`src/rtl/seg_dec_pkg.sv`:
```
package seg_dec_pkg;
    localparam int UPPER_BITS_DEF  = 5;
    localparam int MIDDLE_BITS_DEF = 4;
    localparam int TAIL_BITS_DEF   = 5;

    function automatic int thermo_lines(input int bits);
        return (1 << bits) - 1;
    endfunction
endpackage

```
`src/rtl/thermo_decoder.sv`:
```
module thermo_decoder #(
    parameter int IN_W = 4,
    localparam int LINES = (1 << IN_W) - 1
) (
    input  logic [IN_W-1:0]  value,
    output logic [LINES-1:0] lines
);
    for (genvar k = 0; k < LINES; k++) begin : g_line
        assign lines[k] = (32'(value) > k);
    end
endmodule

```
`src/rtl/switch_latch.sv`:
```
module switch_latch #(
    parameter int W = 8
) (
    input  logic         clk,
    input  logic         rst,
    input  logic [W-1:0] d,
    output logic [W-1:0] q,
    output logic [W-1:0] qn
);
    always_ff @(posedge clk) begin
        if (rst) begin
            q  <= '0;
            qn <= '1;
        end else begin
            q  <= d;
            qn <= ~d;
        end
    end

    p_pair_complement_r6: assert property (@(posedge clk) disable iff (rst)
        qn == ~q);
endmodule

```
`src/rtl/segmented_switch_decoder.sv`:
```
module segmented_switch_decoder
    import seg_dec_pkg::*;
#(
    parameter int UPPER_BITS  = UPPER_BITS_DEF,
    parameter int MIDDLE_BITS = MIDDLE_BITS_DEF,
    parameter int TAIL_BITS   = TAIL_BITS_DEF,
    localparam int CODE_W     = UPPER_BITS + MIDDLE_BITS + TAIL_BITS,
    localparam int UPPER_N    = thermo_lines(UPPER_BITS),
    localparam int MIDDLE_N   = thermo_lines(MIDDLE_BITS),
    localparam int CTRL_W     = UPPER_N + MIDDLE_N + TAIL_BITS
) (
    input  logic                 clk,
    input  logic                 rst,
    input  logic [CODE_W-1:0]    sample_in,
    output logic [UPPER_N-1:0]   upper_on,
    output logic [UPPER_N-1:0]   upper_off,
    output logic [MIDDLE_N-1:0]  middle_on,
    output logic [MIDDLE_N-1:0]  middle_off,
    output logic [TAIL_BITS-1:0] tail_on,
    output logic [TAIL_BITS-1:0] tail_off
);
    localparam int MIDDLE_LSB = TAIL_BITS;

    // field split
    logic [UPPER_BITS-1:0]  upper_field;
    logic [MIDDLE_BITS-1:0] middle_field;
    logic [TAIL_BITS-1:0]   tail_field;
    assign upper_field  = sample_in[CODE_W-1 -: UPPER_BITS];
    assign middle_field = sample_in[MIDDLE_LSB +: MIDDLE_BITS];
    assign tail_field   = sample_in[TAIL_BITS-1:0];

    logic [UPPER_N-1:0]  upper_lines;
    logic [MIDDLE_N-1:0] middle_lines;

    thermo_decoder #(.IN_W(UPPER_BITS)) u_upper_dec (
        .value(upper_field), .lines(upper_lines));
    thermo_decoder #(.IN_W(MIDDLE_BITS)) u_middle_dec (
        .value(middle_field), .lines(middle_lines));

    // one shared latch realigns all switches
    logic [CTRL_W-1:0] ctrl_d, ctrl_q, ctrl_qn;
    assign ctrl_d = {tail_field, middle_lines, upper_lines};

    switch_latch #(.W(CTRL_W)) u_latch (
        .clk(clk), .rst(rst), .d(ctrl_d), .q(ctrl_q), .qn(ctrl_qn));

    assign upper_on   = ctrl_q[UPPER_N-1:0];
    assign upper_off  = ctrl_qn[UPPER_N-1:0];
    assign middle_on  = ctrl_q[UPPER_N +: MIDDLE_N];
    assign middle_off = ctrl_qn[UPPER_N +: MIDDLE_N];
    assign tail_on    = ctrl_q[CTRL_W-1 -: TAIL_BITS];
    assign tail_off   = ctrl_qn[CTRL_W-1 -: TAIL_BITS];

    p_upper_count_r2: assert property (@(posedge clk) disable iff (rst)
        !$past(rst) |-> ($countones(upper_on) == 32'($past(sample_in[CODE_W-1 -: UPPER_BITS]))));
    p_middle_count_r3: assert property (@(posedge clk) disable iff (rst)
        !$past(rst) |-> ($countones(middle_on) == 32'($past(sample_in[MIDDLE_LSB +: MIDDLE_BITS]))));
    p_tail_pass_r4: assert property (@(posedge clk) disable iff (rst)
        !$past(rst) |-> (tail_on == $past(sample_in[TAIL_BITS-1:0])));
    p_upper_shape_r2: assert property (@(posedge clk) disable iff (rst)
        ((upper_on >> 1) & ~upper_on) == '0);
    p_middle_shape_r3: assert property (@(posedge clk) disable iff (rst)
        ((middle_on >> 1) & ~middle_on) == '0);
    p_weighted_sum_r8: assert property (@(posedge clk) disable iff (rst)
        !$past(rst) |-> (($countones(upper_on) * (1 << (MIDDLE_BITS + TAIL_BITS))
                        + $countones(middle_on) * (1 << TAIL_BITS)
                        + 32'(tail_on)) == 32'($past(sample_in))));
endmodule

```
`config.mk`:
```
export PLATFORM = sky130hd
export DESIGN_NAME = segmented_switch_decoder
export DESIGN_NICKNAME = d
export VERILOG_FILES = /design/src/rtl/seg_dec_pkg.sv /design/src/rtl/thermo_decoder.sv /design/src/rtl/switch_latch.sv /design/src/rtl/segmented_switch_decoder.sv
export SDC_FILE = /design/constraint.sdc
export NUM_CORES = 1
export LEC_CHECK = 0
export ABC_AREA = 0
export BUFFER_PORTS_ARGS = -buffer_cell sky130_fd_sc_hd__buf_2
export CORE_UTILIZATION = 50
export CTS_CLUSTER_DIAMETER = 80
export CTS_CLUSTER_SIZE = 24
export DETAILED_ROUTE_END_ITERATION = 7
export GPL_TIMING_DRIVEN = 0
export PLACE_DENSITY = 0.91
export SYNTH_ARGS = -nofsm -noshare
export SYNTH_HDL_FRONTEND = slang
export SYNTH_SLANG_ARGS = --single-unit
```
`constraint.sdc`:
```
create_clock -name clk -period 2.5 [get_ports clk]
set_clock_uncertainty 0.05 [all_clocks]
set_input_delay 0.375 -clock clk [delete_from_list [all_inputs] [get_ports clk]]
set_output_delay 0.375 -clock clk [all_outputs]
set_load 0.01 [all_outputs]
```
### Yosys cells after proc, flatten, opt, wreduce, memory -nomap -nowiden

Cells that the tools add are included.

* shift-type cells: 0
* $mul: 0
* add/subtract/negate cells: 0
* magnitude comparators: 46
* reduce and logical (&&, ||, !) cells: 0
* bitwise gates (word level): 1
* divide/modulo/power cells: 0
* equal/unequal tests: 0
* multiplexer cells: 0

Operators by type and width (count)
* $gt 5x5->1 const B: 15
* $not 51->51: 1
* $gt 5x4->1 const B: 8
* $gt 4x4->1 const B: 7
* $gt 5x3->1 const B: 4
* $gt 4x3->1 const B: 4
* $gt 5x1->1 const B: 2
* $gt 5x2->1 const B: 2
* $gt 4x1->1 const B: 2
* $gt 4x2->1 const B: 2

* bits in latches: 0
* memory bits (writable): 0
* bits of input ports: 16
* memory bits (read-only): 0
* flip-flop bits (word level): 102
* word-level logic and storage cells: 49
* output and inout bits: 102
* memories kept: 0

### Depth between registers and ports, before layout

Gate-level depths: netlist of run 1.

* depth in word-level cells: 2
* mapped depth: 4
* gate-level depth less buffers: 3

### Modules after synthesis

Synthesis of run 1 repeated with hierarchy kept, for this count alone.

* cells, all modules: 296
* area, all modules: 3233.1 um^2

By module, submodules not included
* switch_latch: instances 1, area each 2787.7 um^2, cells each 215
* thermo_decoder (u_upper_dec): instances 1, area each 305.3 um^2, cells each 57
* thermo_decoder (u_middle_dec): instances 1, area each 140.1 um^2, cells each 24

### Least setup slack after synthesis of run 1

OpenSTA, ideal clock, no wires.

* path kind: in2reg
* start point: input port sample_in[10]
* end point: register u_latch.qn[30]
* buffers on the path: 1
* setup time: 0.127 ns
* arrival: 0.942 ns
* stages: 3
* path slack: 1.381 ns
* required time: 2.323 ns
* cells stage by stage: buf_4 -> nand2_1 -> or3_1

* cells in the longest elaborated chain, start to end: 2

RTL lines
* start, declared: line segmented_switch_decoder.sv:14 `input logic [CODE_W-1:0] sample_in,`
* $gt 5x5->1: line thermo_decoder.sv:9 `assign lines[k] = (32'(value) > k);`
* $not 51->51: line switch_latch.sv:16 `qn <= ~d;`
* end signal, assigned: line switch_latch.sv:16
* end, declared: line switch_latch.sv:8 `output logic [W-1:0] qn`

No other way between the ends.
A chain may end at the register's enable or synchronous reset.

### Final worst setup path of run 1

* start point: register u_latch.qn[11]
* end point: output port upper_off[11]

RTL lines
* end, declared: line segmented_switch_decoder.sv:16 `output logic [UPPER_N-1:0] upper_off,`

No word-level cell between the ends.

==> results of run 1 <==
-- cells by family (layout without fill, tap and decap cells) --
kind of cell           Yosys count  in the layout  synth area share [%]
flip-flops                     102            102                 69.86
AND/OR/NAND/NOR                 74             74                 13.57
buffers and inverters           29            159                 4.708
AO/OA/AOI/OAI                   54             54                 11.86
-- cells in the final DEF (no fill, tap or decap), types with 2 or more instances in the layout --
cell type	n
nand2b_1	7
a21oi_1	15
or2_2	8
o21a_1	6
nor2b_1	4
o21ba_2	2
or3_1	2
or2_1	2
nand2_1	6
nor2_1	25
and3_1	2
a21o_1	12
inv_1	11
and2_1	4
nand3_1	4
o21bai_1	2
a31oi_1	3
buf_4	3
dfxtp_1	102
nor3_1	6
buf_2	129
clkbuf_1	4
o21ai_0	11
clkbuf_8	9
-- power by group --
part / switching, W / internal (W)
clock: 0.000480 / 0.000453
combinational: 0.000178 / 0.000122
sequential: 0.0000207 / 0.00171
total: 0.000679 / 0.00229
-- final cells by class --
class,count,area (µm²),area share (%)
Sequential cell,102,2042,54.26
Buffer,18,96.34,2.560
Tap cell,72,90.09,2.394
Inverter,11,41.29,1.097
Timing Repair Buffer,116,580.6,15.43
Clock inverter,2,35.03,0.9309
Clock buffer,12,135.1,3.590
Multi-Input combinational cell,128,743.2,19.75
-- flip-flops by register name, summed over array words and instances (netlist names) --
register	cells
u_latch.qn	51
u_latch.q	51
-- worst paths after layout --
check,from,to,slack (ns)
worst max-delay path,u_latch.qn[11]$_SDFF_PP1_,upper_off[11],1.26
worst min-delay path,sample_in[1],u_latch.qn[47]$_SDFF_PP1_,0.18
-- through the flow --
step / power [W] / setup WS, ns / cells / area [µm²] / hold WS (ns)
2_1_floorplan: 0.001936 / 1.381 / 259 / 2923 / 0.4194
3_3_place_gp: 0.002061 / 1.138 / 447 / 3593 / 0.5202
3_5_place_dp: 0.002072 / 1.124 / 447 / 3593 / 0.5324
4_1_cts: 0.002984 / 1.245 / 461 / 3764 / 0.1688
5_1_grt: 0.003090 / 1.228 / 461 / 3764 / 0.1875
6_report: 0.002965 / 1.265 / 461 / 3764 / 0.1762
-- layer usage --
metal	vias to the layer above	wire length, µm	GRT usage, %
met2	95	3091	34.74
met1	1050	2737	25.91
met3	24	321	4.767
li1	1095	-	-
met5	-	0	0
met4	0	255	12.78
==> flow_metrics.env, run 1 <==
export IMPL_ys_top_cells_by_area="dfxtp_1, nor2_1, a21o_1"
export IMPL_boundaryPins=118
export IMPL_power_density_nw_per_um2=787.8
export IMPL_drt_total_wl_um=6405
export IMPL_critPathArrivalTime_ns=0.81
export IMPL_dp_hpwl_um=4687
export IMPL_grt_pass1_wl_um=9860
export IMPL_clockRootBuffer="clkbuf_8"
export IMPL_ir_worst_vdd_uv=398.9
export IMPL_rows=27
export IMPL_status="completed"
export IMPL_synth_largest_area_cell="dfxtp_1"
export IMPL_worstHoldPathCells=2
export IMPL_ys_top_cells_by_count="dfxtp_1, nor2_1, a21oi_1, buf_2, a21o_1"
export IMPL_cts_sinks=102
export IMPL_cp_num_cells=1
export IMPL_power_leakage_nw=1.856
export IMPL_cts_buffers=9
export IMPL_num_antenna_cells=0
export IMPL_worstHoldPathType="input port to register"
export IMPL_area_delta_synth_final_pct=28.77
export IMPL_start_kind="register"
export IMPL_cts_tree="yes"
export IMPL_ys_async_sr_fraction_pct=0
export IMPL_die_x_um=78.46
export IMPL_synth_seq_area_share_pct=69.86
export IMPL_worst_pin_slew_ns=0.4306
export IMPL_path_class="register to output port"
export IMPL_layout_min_cycle_time_ns=1.235
export IMPL_synth_area_um2=2923
export IMPL_cap_viol_max_count=0
export IMPL_hold_buffers=0
export IMPL_required_ns=2.08
export IMPL_crit_buf_inv=1
export IMPL_grt_max_degree=15
export IMPL_gp_congestion=0.8291
export IMPL_synth_cell_type_count=31
export IMPL_ys_warn_count=0
export IMPL_cp_slowest_stage_delay_ns=0.34
export IMPL_drt_wirelength_per_cell_um=13.89
export IMPL_grt_overflow=0
export IMPL_synth_net_count=275
export IMPL_clk_pin_slew_worst_paths_ns=0.08
export IMPL_synth_edf_count=0
export IMPL_synth_top_area_share_pct=69.86
export IMPL_fillers=443
export IMPL_avgSynthCellArea_um2=11.28
export IMPL_finalNetCount=402
export IMPL_remaining_drc_errors=0
export IMPL_cts_max_level=3
export IMPL_dr_total_vias=2264
export IMPL_fp_dieArea_um2=6155
export IMPL_synth_most_common_cell="dfxtp_1"
export IMPL_drt_iter0_markers=142
export IMPL_post_cts_setup_buffers=0
export IMPL_crit_family="flip-flops"
export IMPL_grt_total_usage_pct=21.39
export IMPL_period_share_pct=49.40
export IMPL_cp_max_fo=1
export IMPL_rsz0062_at_grt="no"
export IMPL_post_route_util_pct=67.52
export IMPL_numPortBuffers=116
export IMPL_cts_buffer_depth=2
export IMPL_relSlewSlack_pct=71.19
export IMPL_cp_slowest_cell="dfxtp_1"
export IMPL_first_global_vias=2115
export IMPL_setup_violations=0
export IMPL_drtPass1Iterations=4
export IMPL_timing_fmax_mhz=809.6
export IMPL_hold_violations=0
export IMPL_finalSetupTns_ns=0
export IMPL_die_y_um=78.46
export IMPL_ys_ff_latch=102
export IMPL_synth_cells=259
export IMPL_antenna_found_initial=0
export IMPL_initial_core_util_pct=52.44
export IMPL_path_cells="buf_2"
export IMPL_slew_viol_final=0
export IMPL_ys_flop_type="dfxtp_1"
export IMPL_crit_path_end_kind="output port"
export IMPL_vias_per_cell=4.911
export IMPL_core_um2=5574
export IMPL_layout_drive_gt1_share_pct=40.62
export IMPL_antenna_left=0
export IMPL_post_cts_resized=0
Power figures use the tool's default switching activity.
==> run 2: changes to the inputs <==
- CORE_UTILIZATION: 50 -> 42
- PLACE_DENSITY: 0.91 -> 0.83
- clock period: 2.5 -> 1.1 ns (I/O delays scaled with it)
==> flow_metrics.env, run 2 (synthesized netlist as in run 1, its figures left out) <==
export IMPL_finalNetCount=404
export IMPL_p_int_w=0.005063
export IMPL_required_ns=0.88
export IMPL_ir_worst_vdd_uv=762.9
export IMPL_power_density_nw_per_um2=1769
export IMPL_post_route_util_pct=56.20
export IMPL_clockPowerShare_pct=31.2
export IMPL_critPathArrivalTime_ns=0.82
export IMPL_cts_tree="yes"
export IMPL_most_common_layout_cells="buf_2, dfxtp_1, nor2_1"
export IMPL_dp_hpwl_um=4586
export IMPL_boundaryPins=118
export IMPL_initial_core_util_pct=43.26
export IMPL_layout_min_cycle_time_ns=1.037
export IMPL_cts_sinks=102
export IMPL_cp_slowest_stage_delay_ns=0.34
export IMPL_path_class="register to output port"
export IMPL_cp_num_cells=1
export IMPL_relSlewSlack_pct=68.70
export IMPL_cp_slowest_cell="dfxtp_1"
export IMPL_layout_drive_gt1_share_pct=41.22
export IMPL_core_um2=6756
export IMPL_path_cells="buf_2"
export IMPL_combPwrFrac_pct=10.2
export IMPL_gp_congestion=0.8517
export IMPL_cts_buffers=9
export IMPL_reg_top3="u_latch.q x51, u_latch.qn x51"
export IMPL_die_y_um=85.42
export IMPL_cap_viol_max_count=0
export IMPL_first_global_vias=1972
export IMPL_dpl_worst_slack_ns=-0.08341
export IMPL_rows=30
export IMPL_die_x_um=85.42
export IMPL_timing_fmax_mhz=964.3
export IMPL_critical_path_endpoint="upper_off[8]"
export IMPL_post_cts_setup_buffers=0
export IMPL_crit_family="flip-flops"
export IMPL_start_kind="register"
export IMPL_numPortBuffers=116
export IMPL_hold_violations=0
export IMPL_antenna_left=0
export IMPL_hp_start="sample_in[3]"
export IMPL_drt_iter0_markers=89
export IMPL_worstHoldPathType="input port to register"
export IMPL_post_cts_resized=0
export IMPL_crit_path_end_kind="output port"
export IMPL_cts_buffer_depth=2
export IMPL_worstHoldPathCells=2
export IMPL_drt_total_wl_um=6404
export IMPL_worst_pin_slew_ns=0.4678
export IMPL_power_leakage_nw=1.872
export IMPL_cp_max_fo=1
export IMPL_grt_pass1_wl_um=9611
export IMPL_drtPass1Iterations=4
export IMPL_period_share_pct=94.27
export IMPL_grt_max_degree=17
export IMPL_fp_dieArea_um2=7297
export IMPL_layout_commonest_cell="buf_2"
export IMPL_antenna_found_initial=0
export IMPL_sequentialPowerShare_pct=58.6
export IMPL_clockRootBuffer="clkbuf_8"
export IMPL_setup_violations=0
export IMPL_fillers=635
export IMPL_power_switching_w=0.001654
export IMPL_area_delta_synth_final_pct=29.92
export IMPL_crit_buf_inv=1
export IMPL_slew_viol_final=0
export IMPL_drt_wirelength_per_cell_um=13.54
export IMPL_grt_total_usage_pct=17.45
export IMPL_rsz0062_at_grt="no"
export IMPL_dr_total_vias=2217
export IMPL_vias_per_cell=4.687
export IMPL_num_antenna_cells=0
export IMPL_swShare_pct=24.62
export IMPL_remaining_drc_errors=0
export IMPL_cts_max_level=3
export IMPL_status="completed"
export IMPL_grt_overflow=0
export IMPL_cp_startpoint="u_latch.qn[8]$_SDFF_PP1_"
export IMPL_clk_pin_slew_worst_paths_ns=0.09
export IMPL_fin_ws_ns=0.06302
-- run 2: area by class of cell --
type	instances	area, µm²	area share [%]
flip-flops and latches	102	2042	53.77
multi-input cells	128	743.2	19.57
repair buffers	118	600.6	15.82
clock buffers	11	141.4	3.723
well taps	80	100.1	2.636
plain buffers	18	96.34	2.537
inverters	11	41.29	1.087
clock inverters	5	32.53	0.8567
-- run 2: per-stage QoR --
stage	TNS [ns]	total power [W]	instances	hold slack, ns	area [µm²]
2_1_floorplan	0	0.004399	259	0.2094	2923
4_1_cts	0	0.006794	473	0.001712	3797
5_1_grt	0	0.006988	473	0.006931	3797
3_3_place_gp	-0.7573	0.004690	455	0.3042	3603
6_report	0	0.006717	473	0.01490	3797
3_5_place_dp	-0.8052	0.004706	455	0.3171	3603
-- run 2: repair_timing --
item | 4_1_cts | 5_1_grt
hold buffers | 2 | 0
endpoints found under the hold margin | 4 | 0
endpoints found under the setup margin | 0 | 0
-- run 2: how the worst min path moves through the flow --
stage / end / slack [ns]
finish: u_latch.q[49]$_SDFF_PP0_ / 0.01
global route: u_latch.q[48]$_SDFF_PP0_ / 0.007
CTS: u_latch.q[49]$_SDFF_PP0_ / 0.002
detailed placement: u_latch.qn[47]$_SDFF_PP1_ / 0.32
global placement: u_latch.qn[46]$_SDFF_PP1_ / 0.30
floorplan: u_latch.qn[46]$_SDFF_PP1_ / 0.21
-- run 2: power by group through the flow --
stage | clock network, W | registers [W] | logic (W)
finish | 0.00210 | 0.00394 | 0.000686
CTS | 0.00216 | 0.00394 | 0.000692
global route | 0.00229 | 0.00395 | 0.000748
global placement | 0 | 0.00402 | 0.000671
floorplan | 0 | 0.00414 | 0.000264
detailed placement | 0 | 0.00402 | 0.000683
-- run 2: per-layer routing --
| layer | up-vias | wire, µm | global-route usage (%) |
|---|---|---|---|
| li1 | 1103 | - | - |
| met1 | 1032 | 2789 | 20.56 |
| met2 | 68 | 3113 | 28.51 |
| met3 | 14 | 339 | 5.739 |
| met4 | 0 | 161 | 8.788 |
| met5 | - | 0 | 0 |
